## src/rtl/exc_pkg.sv

```systemverilog
`timescale 1ns/1ps
package exc_pkg;
  localparam int PC_W = 32;

  typedef enum logic [2:0] {
    CAUSE_NONE = 3'd0,
    CAUSE_ITLB = 3'd1,
    CAUSE_ILL  = 3'd2,
    CAUSE_OVF  = 3'd3,
    CAUSE_DTLB = 3'd4,
    CAUSE_IRQ  = 3'd5
  } cause_e;

  typedef struct packed {
    logic            valid;
    logic            bubble;
    logic [PC_W-1:0] pc;
    cause_e          cause;
  } slot_t;

  // stage index 0=decode, 1=execute, 2=memory, 3=writeback
  function automatic cause_e stage_cause(input int idx);
    case (idx)
      0:       return CAUSE_ILL;
      1:       return CAUSE_OVF;
      2:       return CAUSE_DTLB;
      default: return CAUSE_NONE;
    endcase
  endfunction
endpackage

```

## src/rtl/exc_fetch.sv

```systemverilog
`timescale 1ns/1ps
module exc_fetch
  import exc_pkg::*;
#(
  parameter logic [PC_W-1:0] RESET_PC  = '0,
  parameter logic [PC_W-1:0] VECTOR_PC = 32'h0000_0080,
  parameter int              PC_STEP   = 4
) (
  input  logic            clk,
  input  logic            rst_n,
  input  logic            irq_req,
  input  logic            itlb_fault,
  input  logic            redirect,
  output logic [PC_W-1:0] pc_o,
  output slot_t           slot_o
);
  localparam logic [PC_W-1:0] STEP = PC_W'(PC_STEP);

  logic [PC_W-1:0] pc_q, pc_d;
  logic            inflight_q, inflight_d;
  logic            inject;

  always_comb begin
    inject     = irq_req && !inflight_q;
    pc_d       = pc_q;
    inflight_d = inflight_q;
    if (redirect) begin
      pc_d       = VECTOR_PC;
      inflight_d = 1'b0;
    end else if (inject) begin
      inflight_d = 1'b1;
    end else begin
      pc_d = pc_q + STEP;
    end
  end

  always_comb begin
    slot_o.valid  = 1'b1;
    slot_o.bubble = inject;
    slot_o.pc     = pc_q;
    if (inject)          slot_o.cause = CAUSE_IRQ;
    else if (itlb_fault) slot_o.cause = CAUSE_ITLB;
    else                 slot_o.cause = CAUSE_NONE;
  end

  always_ff @(posedge clk or negedge rst_n) begin
    if (!rst_n) begin
      pc_q       <= RESET_PC;
      inflight_q <= 1'b0;
    end else begin
      pc_q       <= pc_d;
      inflight_q <= inflight_d;
    end
  end

  assign pc_o = pc_q;

  // handler address is fetched the cycle after a commit-time redirect
  a_r5_vector_fetch: assert property (@(posedge clk) disable iff (!rst_n)
    redirect |=> (pc_o == VECTOR_PC));

  // fetch PC is held while an interrupt bubble takes the fetch slot
  a_r10_pc_hold: assert property (@(posedge clk) disable iff (!rst_n)
    (slot_o.bubble && !redirect) |=> (pc_o == $past(pc_o)));
endmodule

```

## src/rtl/exc_stage.sv

```systemverilog
`timescale 1ns/1ps
module exc_stage
  import exc_pkg::*;
#(
  parameter cause_e OWN_CAUSE = CAUSE_NONE
) (
  input  logic  clk,
  input  logic  rst_n,
  input  logic  flush,
  input  logic  fault,
  input  slot_t slot_i,
  output slot_t slot_o
);
  slot_t held_q, held_d;
  logic  tag_new;

  always_comb begin
    held_d = flush ? '0 : slot_i;
  end

  always_ff @(posedge clk or negedge rst_n) begin
    if (!rst_n) held_q <= '0;
    else        held_q <= held_d;
  end

  // a cause already carried is never replaced (first one in program order wins)
  always_comb begin
    tag_new = (OWN_CAUSE != CAUSE_NONE) && fault && held_q.valid &&
              !held_q.bubble && (held_q.cause == CAUSE_NONE);
    slot_o  = held_q;
    if (tag_new) slot_o.cause = OWN_CAUSE;
  end

  // a flush leaves this stage empty on the next cycle
  a_r6_stage_flush: assert property (@(posedge clk) disable iff (!rst_n)
    flush |=> !slot_o.valid);
endmodule

```

## src/rtl/exc_commit.sv

```systemverilog
`timescale 1ns/1ps
module exc_commit
  import exc_pkg::*;
(
  input  logic            clk,
  input  logic            rst_n,
  input  slot_t           wb_i,
  output logic            take_o,
  output logic            commit_o,
  output logic [PC_W-1:0] epc_o,
  output logic [2:0]      cause_o
);
  logic [PC_W-1:0] epc_q, epc_d;
  cause_e          cause_q, cause_d;
  logic            cap_en;

  always_comb begin
    take_o   = wb_i.valid && (wb_i.cause != CAUSE_NONE);
    commit_o = wb_i.valid && !wb_i.bubble && (wb_i.cause == CAUSE_NONE);
    cap_en   = take_o;
    epc_d    = epc_q;
    cause_d  = cause_q;
    if (cap_en) begin
      epc_d   = wb_i.pc;
      cause_d = wb_i.cause;
    end
  end

  always_ff @(posedge clk or negedge rst_n) begin
    if (!rst_n) begin
      epc_q   <= '0;
      cause_q <= CAUSE_NONE;
    end else begin
      epc_q   <= epc_d;
      cause_q <= cause_d;
    end
  end

  assign epc_o   = epc_q;
  assign cause_o = cause_q;

  // the latched PC is the one that sat in writeback when taken
  a_r4_epc_capture: assert property (@(posedge clk) disable iff (!rst_n)
    take_o |=> (epc_o == $past(wb_i.pc)));
endmodule

```

## src/rtl/exc_tracker.sv

```systemverilog
`timescale 1ns/1ps
module exc_tracker
  import exc_pkg::*;
#(
  parameter logic [31:0] RESET_PC  = 32'h0000_0000,
  parameter logic [31:0] VECTOR_PC = 32'h0000_0080,
  parameter int          PC_STEP   = 4
) (
  input  logic        clk,
  input  logic        rst_n,
  input  logic        irq_req,
  input  logic        itlb_fault,
  input  logic        idec_fault,
  input  logic        alu_ovf,
  input  logic        dtlb_fault,
  output logic [31:0] fetch_pc,
  output logic        mem_we,
  output logic        commit_valid,
  output logic [31:0] commit_pc,
  output logic        exc_take,
  output logic [31:0] epc,
  output logic [2:0]  ecause
);
  localparam int ST_N   = 4;  // decode, execute, memory, writeback
  localparam int MEM_IX = 2;

  slot_t             chain [ST_N+1];
  logic [ST_N-1:0]   st_fault;

  assign st_fault = {1'b0, dtlb_fault, alu_ovf, idec_fault};

  exc_fetch #(
    .RESET_PC (RESET_PC),
    .VECTOR_PC(VECTOR_PC),
    .PC_STEP  (PC_STEP)
  ) u_fetch (
    .clk       (clk),
    .rst_n     (rst_n),
    .irq_req   (irq_req),
    .itlb_fault(itlb_fault),
    .redirect  (exc_take),
    .pc_o      (fetch_pc),
    .slot_o    (chain[0])
  );

  for (genvar g = 0; g < ST_N; g++) begin : g_stage
    exc_stage #(
      .OWN_CAUSE(stage_cause(g))
    ) u_st (
      .clk   (clk),
      .rst_n (rst_n),
      .flush (exc_take),
      .fault (st_fault[g]),
      .slot_i(chain[g]),
      .slot_o(chain[g+1])
    );
  end

  exc_commit u_commit (
    .clk     (clk),
    .rst_n   (rst_n),
    .wb_i    (chain[ST_N]),
    .take_o  (exc_take),
    .commit_o(commit_valid),
    .epc_o   (epc),
    .cause_o (ecause)
  );

  always_comb begin
    mem_we = chain[MEM_IX+1].valid && !chain[MEM_IX+1].bubble &&
             (chain[MEM_IX+1].cause == CAUSE_NONE) && !exc_take;
  end

  assign commit_pc = chain[ST_N].pc;

  // nothing commits on the cycle after an exception is taken
  a_r6_drain: assert property (@(posedge clk) disable iff (!rst_n)
    exc_take |=> !commit_valid);
endmodule

```

## config.mk

```make
export PLATFORM = sky130hd
export DESIGN_NAME = exc_tracker
export DESIGN_NICKNAME = d
export VERILOG_FILES = /design/src/rtl/exc_pkg.sv /design/src/rtl/exc_fetch.sv /design/src/rtl/exc_stage.sv /design/src/rtl/exc_commit.sv /design/src/rtl/exc_tracker.sv
export SDC_FILE = /design/constraint.sdc
export NUM_CORES = 1
export LEC_CHECK = 0
export BUFFER_PORTS_ARGS = -buffer_cell sky130_fd_sc_hd__buf_2
export CAP_MARGIN = 20
export CORE_MARGIN = 2
export CORE_UTILIZATION = 30
export DETAILED_ROUTE_END_ITERATION = 8
export GPL_TIMING_DRIVEN = 0
export PLACE_DENSITY_LB_ADDON = 0.12
export SYNTH_ARGS = -nofsm -noshare
export SYNTH_HDL_FRONTEND = slang
export SYNTH_SLANG_ARGS = --single-unit
```

## constraint.sdc

```tcl
create_clock -name clk -period 3 [get_ports clk]
set_clock_uncertainty 0.2 [all_clocks]
set_input_delay 0.45 -clock clk [delete_from_list [all_inputs] [get_ports clk]]
set_output_delay 0.45 -clock clk [all_outputs]
set_load 0.02 [all_outputs]
```

Word level (Yosys, flattened, before mapping):

Cells that the tools add are included.

* bits in registers: 216
* bits of input ports: 7
* word-level logic and storage cells: 64

* $add $sub $neg: 1
* equal/unequal tests: 1
* muxes and demuxes: 13
* reductions and logical operators: 29

Operator list (number)
* 37-bit two-way mux: 4
* 32-bit two-way mux: 2
* 32-bit by 3-bit adder with 32-bit output, second input constant: 1
* 1-bit logical AND: 16
* 3-bit zero test: 5
* 3-bit two-way mux: 4
* 1-bit zero test: 6
* 1-bit two-way mux: 3
* 3-bit nonzero test: 1
* 2-bit inequality test, second input constant: 1
* 2-bit nonzero test: 1

Depth between registers and ports, before layout:

Gate-level depths: netlist (run 1).

* depth after elaboration: 7
* depth in mapped cells: 6

Hierarchy:

Synthesis (run 1) repeated with hierarchy kept, for this count alone.

* cells, all modules: 729
* area total of the unflattened synthesis: 9022.4 um^2

By module, submodules not included
* exc_stage (g_stage[0].u_st ...): times used 2, cells an instance 116, area an instance 1487.7 um^2, sequential area each 925.9 um^2
* exc_fetch: times used 1, cells an instance 221, area an instance 1965.6 um^2, sequential area each 775.7 um^2
* exc_stage (g_stage[1].u_st): times used 1, cells an instance 115, area an instance 1493.9 um^2, sequential area each 925.9 um^2
* exc_commit: times used 1, cells an instance 81, area an instance 1355.0 um^2, sequential area each 875.8 um^2
* exc_stage (g_stage[3].u_st): times used 1, cells an instance 77, area an instance 1208.7 um^2, sequential area each 925.9 um^2
* exc_tracker: times used 1, cells an instance 3, area an instance 23.8 um^2, sequential area each 0.0 um^2

Worst setup path after synthesis (run 1):

Ideal clock, no wire load.

* kind: reg2out
* start point: reg g_stage[3].u_st.held_q (netlist bit g_stage[3].u_st.slot_o[1])
* end point: out mem_we
* data arrival time: 1.815 ns
* required time: 2.350 ns
* setup slack: 0.535 ns
* cell stages (with the launch flop): 6
* cell sequence: dfrtp_1 or3_1 nand2_1 inv_2 clkbuf_1 nor4_1

* word-level cells in the longest chain between the ends: 4

RTL lines
* from (decl): RTL line exc_stage.sv:14 `slot_t held_q, held_d;`
* from (signal assigned): RTL line exc_stage.sv:23 `else held_q <= held_d;`
* 3-bit nonzero test: RTL line exc_commit.sv:18 `take_o = wb_i.valid && (wb_i.cause != CAUSE_NONE);`
* 1-bit logical AND: RTL line exc_commit.sv:18
* 1-bit zero test: RTL line exc_tracker.sv:71 `(chain[MEM_IX+1].cause == CAUSE_NONE) && !exc_take;`
* 1-bit logical AND: RTL line exc_tracker.sv:71
* to (decl): RTL line exc_tracker.sv:17 `output logic mem_we,`

Every way passes these cells.

Worst setup path in the final report (run 1):

Same ends and word-level chain as after synthesis.

==> impl_metrics.csv, run 1 <==
group,metric,value,unit
run,cap_violations,0,
place,dpl_cell_area,8840,µm²
critical_path,critPathKind,"reg2out",
place,globalplace.congestion,0.807,
sta,finalCriticalPeriod,2.83,ns
cts,cts.path.max_buffers,3,
pwr,power_density,772,nW/µm²
cts,clock-sinks,205,
sta,slew_viol_final,0,
global_routing,grt_pass1_vias,5066,
pwr,p_total,7.40,mW
synth,synth_common_cells,"205 x dfrtp_1, 129 x and2_1, 112 x nand2_1",
sta,rsz0062_at_grt,"false",
critical_path,end_kind,"output pin",
sta,hold_ws,0.0167,ns
cts,clock_tree.htree_level_count,1,
synth,synth_area_leaders,"dfrtp_1 65%, and2_1 10%, buf_4 6.2%",
critical_path,cp.depth,5,
cells_and_area,final_area,9590,µm²
routing,drc_errors,0,
cells_and_area,num_antenna_cells,0,
critical_path,cp.buffers_inverters,2,
global_routing,grt_usage,11.7,%
sta,fmax,0.353,GHz
cells_and_area,nFillCells,2568,
routing,routed_wl,15.9,mm
routing,via_per_inst,4.10,
synth,ys_types,34,
status,status,"completed",
sta,period_share,94.4,%
place,dpl_worst_slack,0.0774,ns
synth,synth-warning-count,0,
place,placed_cells,1126,
cells_and_area,syn2layout_area_growth,22.2,%
pwr,ir_worst_vdd,0.350,mV
synth,netlist.area_leader.share,65.4,%
die,start_util,30.4,%
cts,clk_pin_slew,0.06,ns
global_routing,grt_overflow,0,
critical_path,cp-start-kind,"flop",
place,dp_hpwl,11.3,mm
critical_path,r2r.worst_path.cells,6,
critical_path,slowest_delay,0.40,ns
cts,cts_setup_buffers,0,
pwr,power.leakage,5.07,nW
global_routing,grt_max_degree,119,
critical_path,critPathTopFamily,"simple AND/OR/NAND/NOR gates",
critical_path,arrival,2.18,ns
routing,dr.pass1.iters,4,
die,rows,59,
synth,synthArstFlopShare,100,%
cts,cts-buffers-inserted,22,
cells_and_area,fin_util,37.1,%
sta,fin_tns_setup,0,ns
sta,layout_setup_ws,0.169,ns
cts,tritoncts,"built",
routing,drt-initial-drc-count,336,
synth,synth_top_cell_by_area,"dfrtp_1",
synth,syn_area,7840,µm²
sta,slew_headroom,54.9,%
cells_and_area,instances_no_fill,1165,
sta,worst_slew_pin_slew,0.677,ns
synth,synth_flop_cell,"dfrtp_1",
sta,setup_viol,0,
critical_path,cp_max_fo,17,
min_path,hold-path-cell-count,3,
cells_and_area,nNetsFinal,824,
synth,synth_seq_cells,205,
global_routing,grt_pass1_wl,26.6,mm
cells_and_area,drive_above_1_share,27.3,%
critical_path,cp_data_required_time,2.35,ns
routing,vias,4779,
min_path,hp-class,"in2reg",
die,die_w,166,µm
global_routing,antenna_found_initial,0,
synth,synth_edf_count,0,
die,die_area,27500,µm²
routing,wl_per_cell,13.6,µm
synth,synth.most_common_cell,"dfrtp_1",
synth,seq_area_frac_synth,65.4,%
critical_path,cp_cell_sequence,"or3_1 > nand2_1 > inv_2 > nor4_2 > buf_2",
routing,antenna_left,0,
synth,syn_inst,682,
place,portBuffers,106,
die,die_y,166,µm
synth,syn_area_per_cell,11.5,µm²
critical_path,slowest_stage,"or3_1",
cts,root_buffer,"clkbuf_16",
sta,hold_viol_final,0,
die,pin_count,109,
die,coreArea,25800,µm²
cts,insertion_delay,0.49,ns
[where the power goes]
part           total, mW  internal (mW)  leakage (nW)  switching, mW
clock network       2.66           1.63         0.355           1.03
logic               1.52          0.480          1.92           1.04
registers           3.23           3.07          2.79          0.158
[cell usage in the layout (no fill, tap or decap), drive strengths merged, types with 5 or more instances in the layout]
cell / count
a21oi: 7
and2: 129
buf: 179
clkbuf: 55
dfrtp: 205
mux2: 14
nand2: 112
nand3: 9
nand4: 10
nor2: 37
nor3: 10
nor4: 10
or3: 8
xnor2: 5
[layout make-up]
class                   count  area (µm²)  area share (%)
inverters                   4        15.0           0.157
well taps                 335         419            4.37
repair buffers            109         588            6.13
flip-flops and latches    205        5130            53.5
clock inverters             4        47.5           0.496
plain buffers              93         604            6.30
clock buffers              34         677            7.06
multi-input cells         381        2100            22.0
[state kept, by name, summed over array words and instances (netlist names)]
name	count
g_stage.u_st.held_q	6
g_stage.u_st.slot_o	134
u_commit.cause_o	3
u_commit.epc_o	31
u_fetch.inflight_q	1
u_fetch.pc_o	30
[tightest hold or removal path, cell delays in order]
cell and delay (ns):
buf_2 0.10, nor2_1 0.04, nor2_1 0.07
[cell families after synthesis]
group	count (synthesis)	synth area share [%]
XOR/XNOR	9	1.01
adder cells (fa/ha/maj)	1	0.160
AND/OR/NAND/NOR	338	22.2
other	1	0.0478
flip-flops	205	65.4
buffers and inverters	98	7.93
multiplexers	14	2.01
AO/OA/AOI/OAI	16	1.20
[metal layers]
layer	vias up	global-route usage, %	part of all wire (%)
met5	-	0	0
met4	0	3.67	2.1
met3	26	2.29	4.6
met2	118	18.9	46
met1	2253	15.9	47
li1	2382	-	-
[worst paths after layout]
kind	start	to	slack, ns
min	irq_req	u_fetch.inflight_q$_DFFE_PN0P_	0.02
max in group asynchronous	rst_n	g_stage[1].u_st.slot_o[6]$_DFF_PN0_	1.26
min in group asynchronous	rst_n	g_stage[3].u_st.slot_o[28]$_DFF_PN0_	0.35
min reg2reg	g_stage[2].u_st.slot_o[15]$_DFF_PN0_	g_stage[3].u_st.slot_o[15]$_DFF_PN0_	0.24
max	g_stage[3].u_st.slot_o[1]$_DFF_PN0_	mem_we	0.17
max reg2reg	g_stage[3].u_st.slot_o[1]$_DFF_PN0_	u_commit.epc_o[25]$_DFFE_PN0P_	0.54
[timing repair]
| item | CTS | global route |
|---|---|---|
| resized for setup | 0 | 3 |
| hold buffers | 2 | 0 |
| endpoints found under the setup margin | 2 | 2 |
| endpoints found under the hold margin | 88 | 0 |
| pin swaps | 0 | 0 |
No activity file was read; power rests on OpenSTA's default activity.
==> run 2: changes to the inputs <==
--- a/config.mk
+++ b/config.mk
@@ -9,6 +9,7 @@
 export CAP_MARGIN = 20
 export CORE_MARGIN = 2
 export CORE_UTILIZATION = 30
+export CTS_BUF_LIST = sky130_fd_sc_hd__clkbuf_4 sky130_fd_sc_hd__clkbuf_8
 export DETAILED_ROUTE_END_ITERATION = 8
 export GPL_TIMING_DRIVEN = 0
 export PLACE_DENSITY_LB_ADDON = 0.12
==> run 2 against run 1 <==
  * Die area did not move
  * Sequential cell count unchanged
  * Sequential share of layout area down 0.17 points
  * Clock-buffer cell count rose by 26
  * Global-route usage increased by 0.36 points
  * Sequential power about the same
  * Design area up 0.31%
  * Combinational power barely moved
  * Clock power decreased by 5%
  * Critical path type unchanged
  * Critical endpoint unchanged
==> impl_metrics.csv, run 2 (same netlist as run 1, synthesis figures left out) <==
group,metric,value,unit
critical_path,arrival,2.14,ns
place,placed_cells,1126,
pwr,ir_worst_vdd,0.225,mV
cells_and_area,instances_no_fill,1192,
cells_and_area,seqCellArea,5130,µm²
global_routing,grt_overflow,0,
critical_path,critPathKind,"reg2out",
routing,drt-initial-drc-count,268,
sta,layout_setup_ws,0.208,ns
cts,clk_pin_slew,0.05,ns
routing,wl_per_cell,13.5,µm
sta,rsz0062_at_grt,"false",
sta,period_share,93.1,%
critical_path,slowest_delay,0.39,ns
cells_and_area,final_area,9620,µm²
die,coreArea,25800,µm²
sta,finalCriticalPeriod,2.79,ns
place,globalplace.congestion,0.807,
die,rows,59,
critical_path,cp_data_required_time,2.35,ns
routing,antenna_left,0,
cells_and_area,syn2layout_area_growth,22.6,%
cells_and_area,largest_register_ffs,134,
cells_and_area,multi_input_area,2100,µm²
cts,cts.path.max_buffers,3,
place,dpl_worst_slack,0.0774,ns
cts,clock-sinks,205,
critical_path,end_kind,"output pin",
pwr,power_density,759,nW/µm²
run,cap_violations,0,
global_routing,grt_usage,12.0,%
sta,hold_ws,0.0677,ns
cts,insertion_delay,0.50,ns
cells_and_area,drive_above_1_share,29.9,%
cts,root_buffer,"clkbuf_8",
sta,fmax,0.358,GHz
global_routing,grt_pass1_vias,5204,
critical_path,slowest_stage,"or3_1",
die,start_util,30.4,%
die,die_y,166,µm
sta,slew_headroom,55.1,%
cells_and_area,mostFrequentLayoutCells,"205 x dfrtp_1, 129 x and2_1, 112 x nand2_1",
global_routing,grt_pass1_wl,27.1,mm
critical_path,cp-start-kind,"flop",
routing,dr.pass1.iters,4,
routing,routed_wl,16.1,mm
place,portBuffers,106,
cts,cts-buffers-inserted,36,
min_path,hp-class,"in2reg",
critical_path,cp_cell_sequence,"or3_1 > nand2_1 > inv_4 > nor4_2 > buf_2",
cts,tritoncts,"built",
critical_path,r2r.worst_path.cells,6,
die,pin_count,109,
cells_and_area,layout_commonest_cell,"dfrtp_1",
cells_and_area,nNetsFinal,840,
routing,vias,4852,
sta,fin_tns_setup,0,ns
place,dpl_cell_area,8840,µm²
routing,via_per_inst,4.07,
cells_and_area,nFillCells,2595,
global_routing,grt_max_degree,119,
cells_and_area,fin_util,37.2,%
pwr,p_total,7.30,mW
place,dp_hpwl,11.3,mm
status,status,"completed",
sta,setup_viol,0,
critical_path,cp_max_fo,17,
sta,hold_viol_final,0,
sta,worst_slew_pin_slew,0.674,ns
routing,drc_errors,0,
pwr,power.leakage,5.12,nW
cts,cts_setup_buffers,0,
die,die_w,166,µm
die,die_area,27500,µm²
global_routing,antenna_found_initial,0,
min_path,hold-path-cell-count,3,
cts,clock_tree.htree_level_count,2,
sta,slew_viol_final,0,
run 2: layout make-up:
type,count,area share [%]
Sequential cell,205,53.4
Multi-Input combinational cell,381,21.9
Clock buffer,60,7.48
Timing Repair Buffer,111,6.32
Buffer,93,6.28
Tap cell,335,4.36
Inverter,4,0.182
Clock inverter,2,0.104
Antenna cell,1,0.0260
run 2: worst paths after layout:
kind | from | end | slack, ns
max | g_stage[3].u_st.slot_o[1]$_DFF_PN0_ | mem_we | 0.21
min | dtlb_fault | g_stage[3].u_st.slot_o[2]$_DFF_PN0_ | 0.07
max reg2reg | g_stage[3].u_st.slot_o[1]$_DFF_PN0_ | u_commit.epc_o[25]$_DFFE_PN0P_ | 0.51
min reg2reg | g_stage[2].u_st.slot_o[5]$_DFF_PN0_ | g_stage[3].u_st.slot_o[5]$_DFF_PN0_ | 0.23
max in group asynchronous | rst_n | g_stage[0].u_st.slot_o[6]$_DFF_PN0_ | 1.26
min in group asynchronous | rst_n | u_commit.epc_o[29]$_DFFE_PN0P_ | 0.34
run 2: per-layer routing:
metal  up-vias  wire [µm]  GRT usage, %
met4         0        397          4.61
met1      2280       7400          15.7
met5         -          0             0
met3        29        792          3.11
met2       124       7470          19.3
li1       2419          -             -
run 2: what timing repair did:
item                       CTS  global route
gates resized for setup      1             4
hold endpoints to repair    90             0
setup endpoints to repair    2             2
hold buffers                 4             0
run 2: critical path, delay by kind of cell (launching register included):
| family | cells | cell delay [ns] |
|---|---|---|
| buffers and inverters | 2 | 0.37 |
| flip-flops | 1 | 0.37 |
| AND/OR/NAND/NOR | 3 | 0.90 |
run 2: power by group:
| group | leakage [nW] | switching (mW) | total, mW | internal [mW] |
|---|---|---|---|---|
| Combinational | 1.93 | 1.05 | 1.53 | 0.483 |
| Clock | 0.395 | 1.04 | 2.54 | 1.50 |
| Sequential | 2.79 | 0.158 | 3.23 | 3.07 |
| Total | 5.12 | 2.25 | 7.30 | 5.05 |
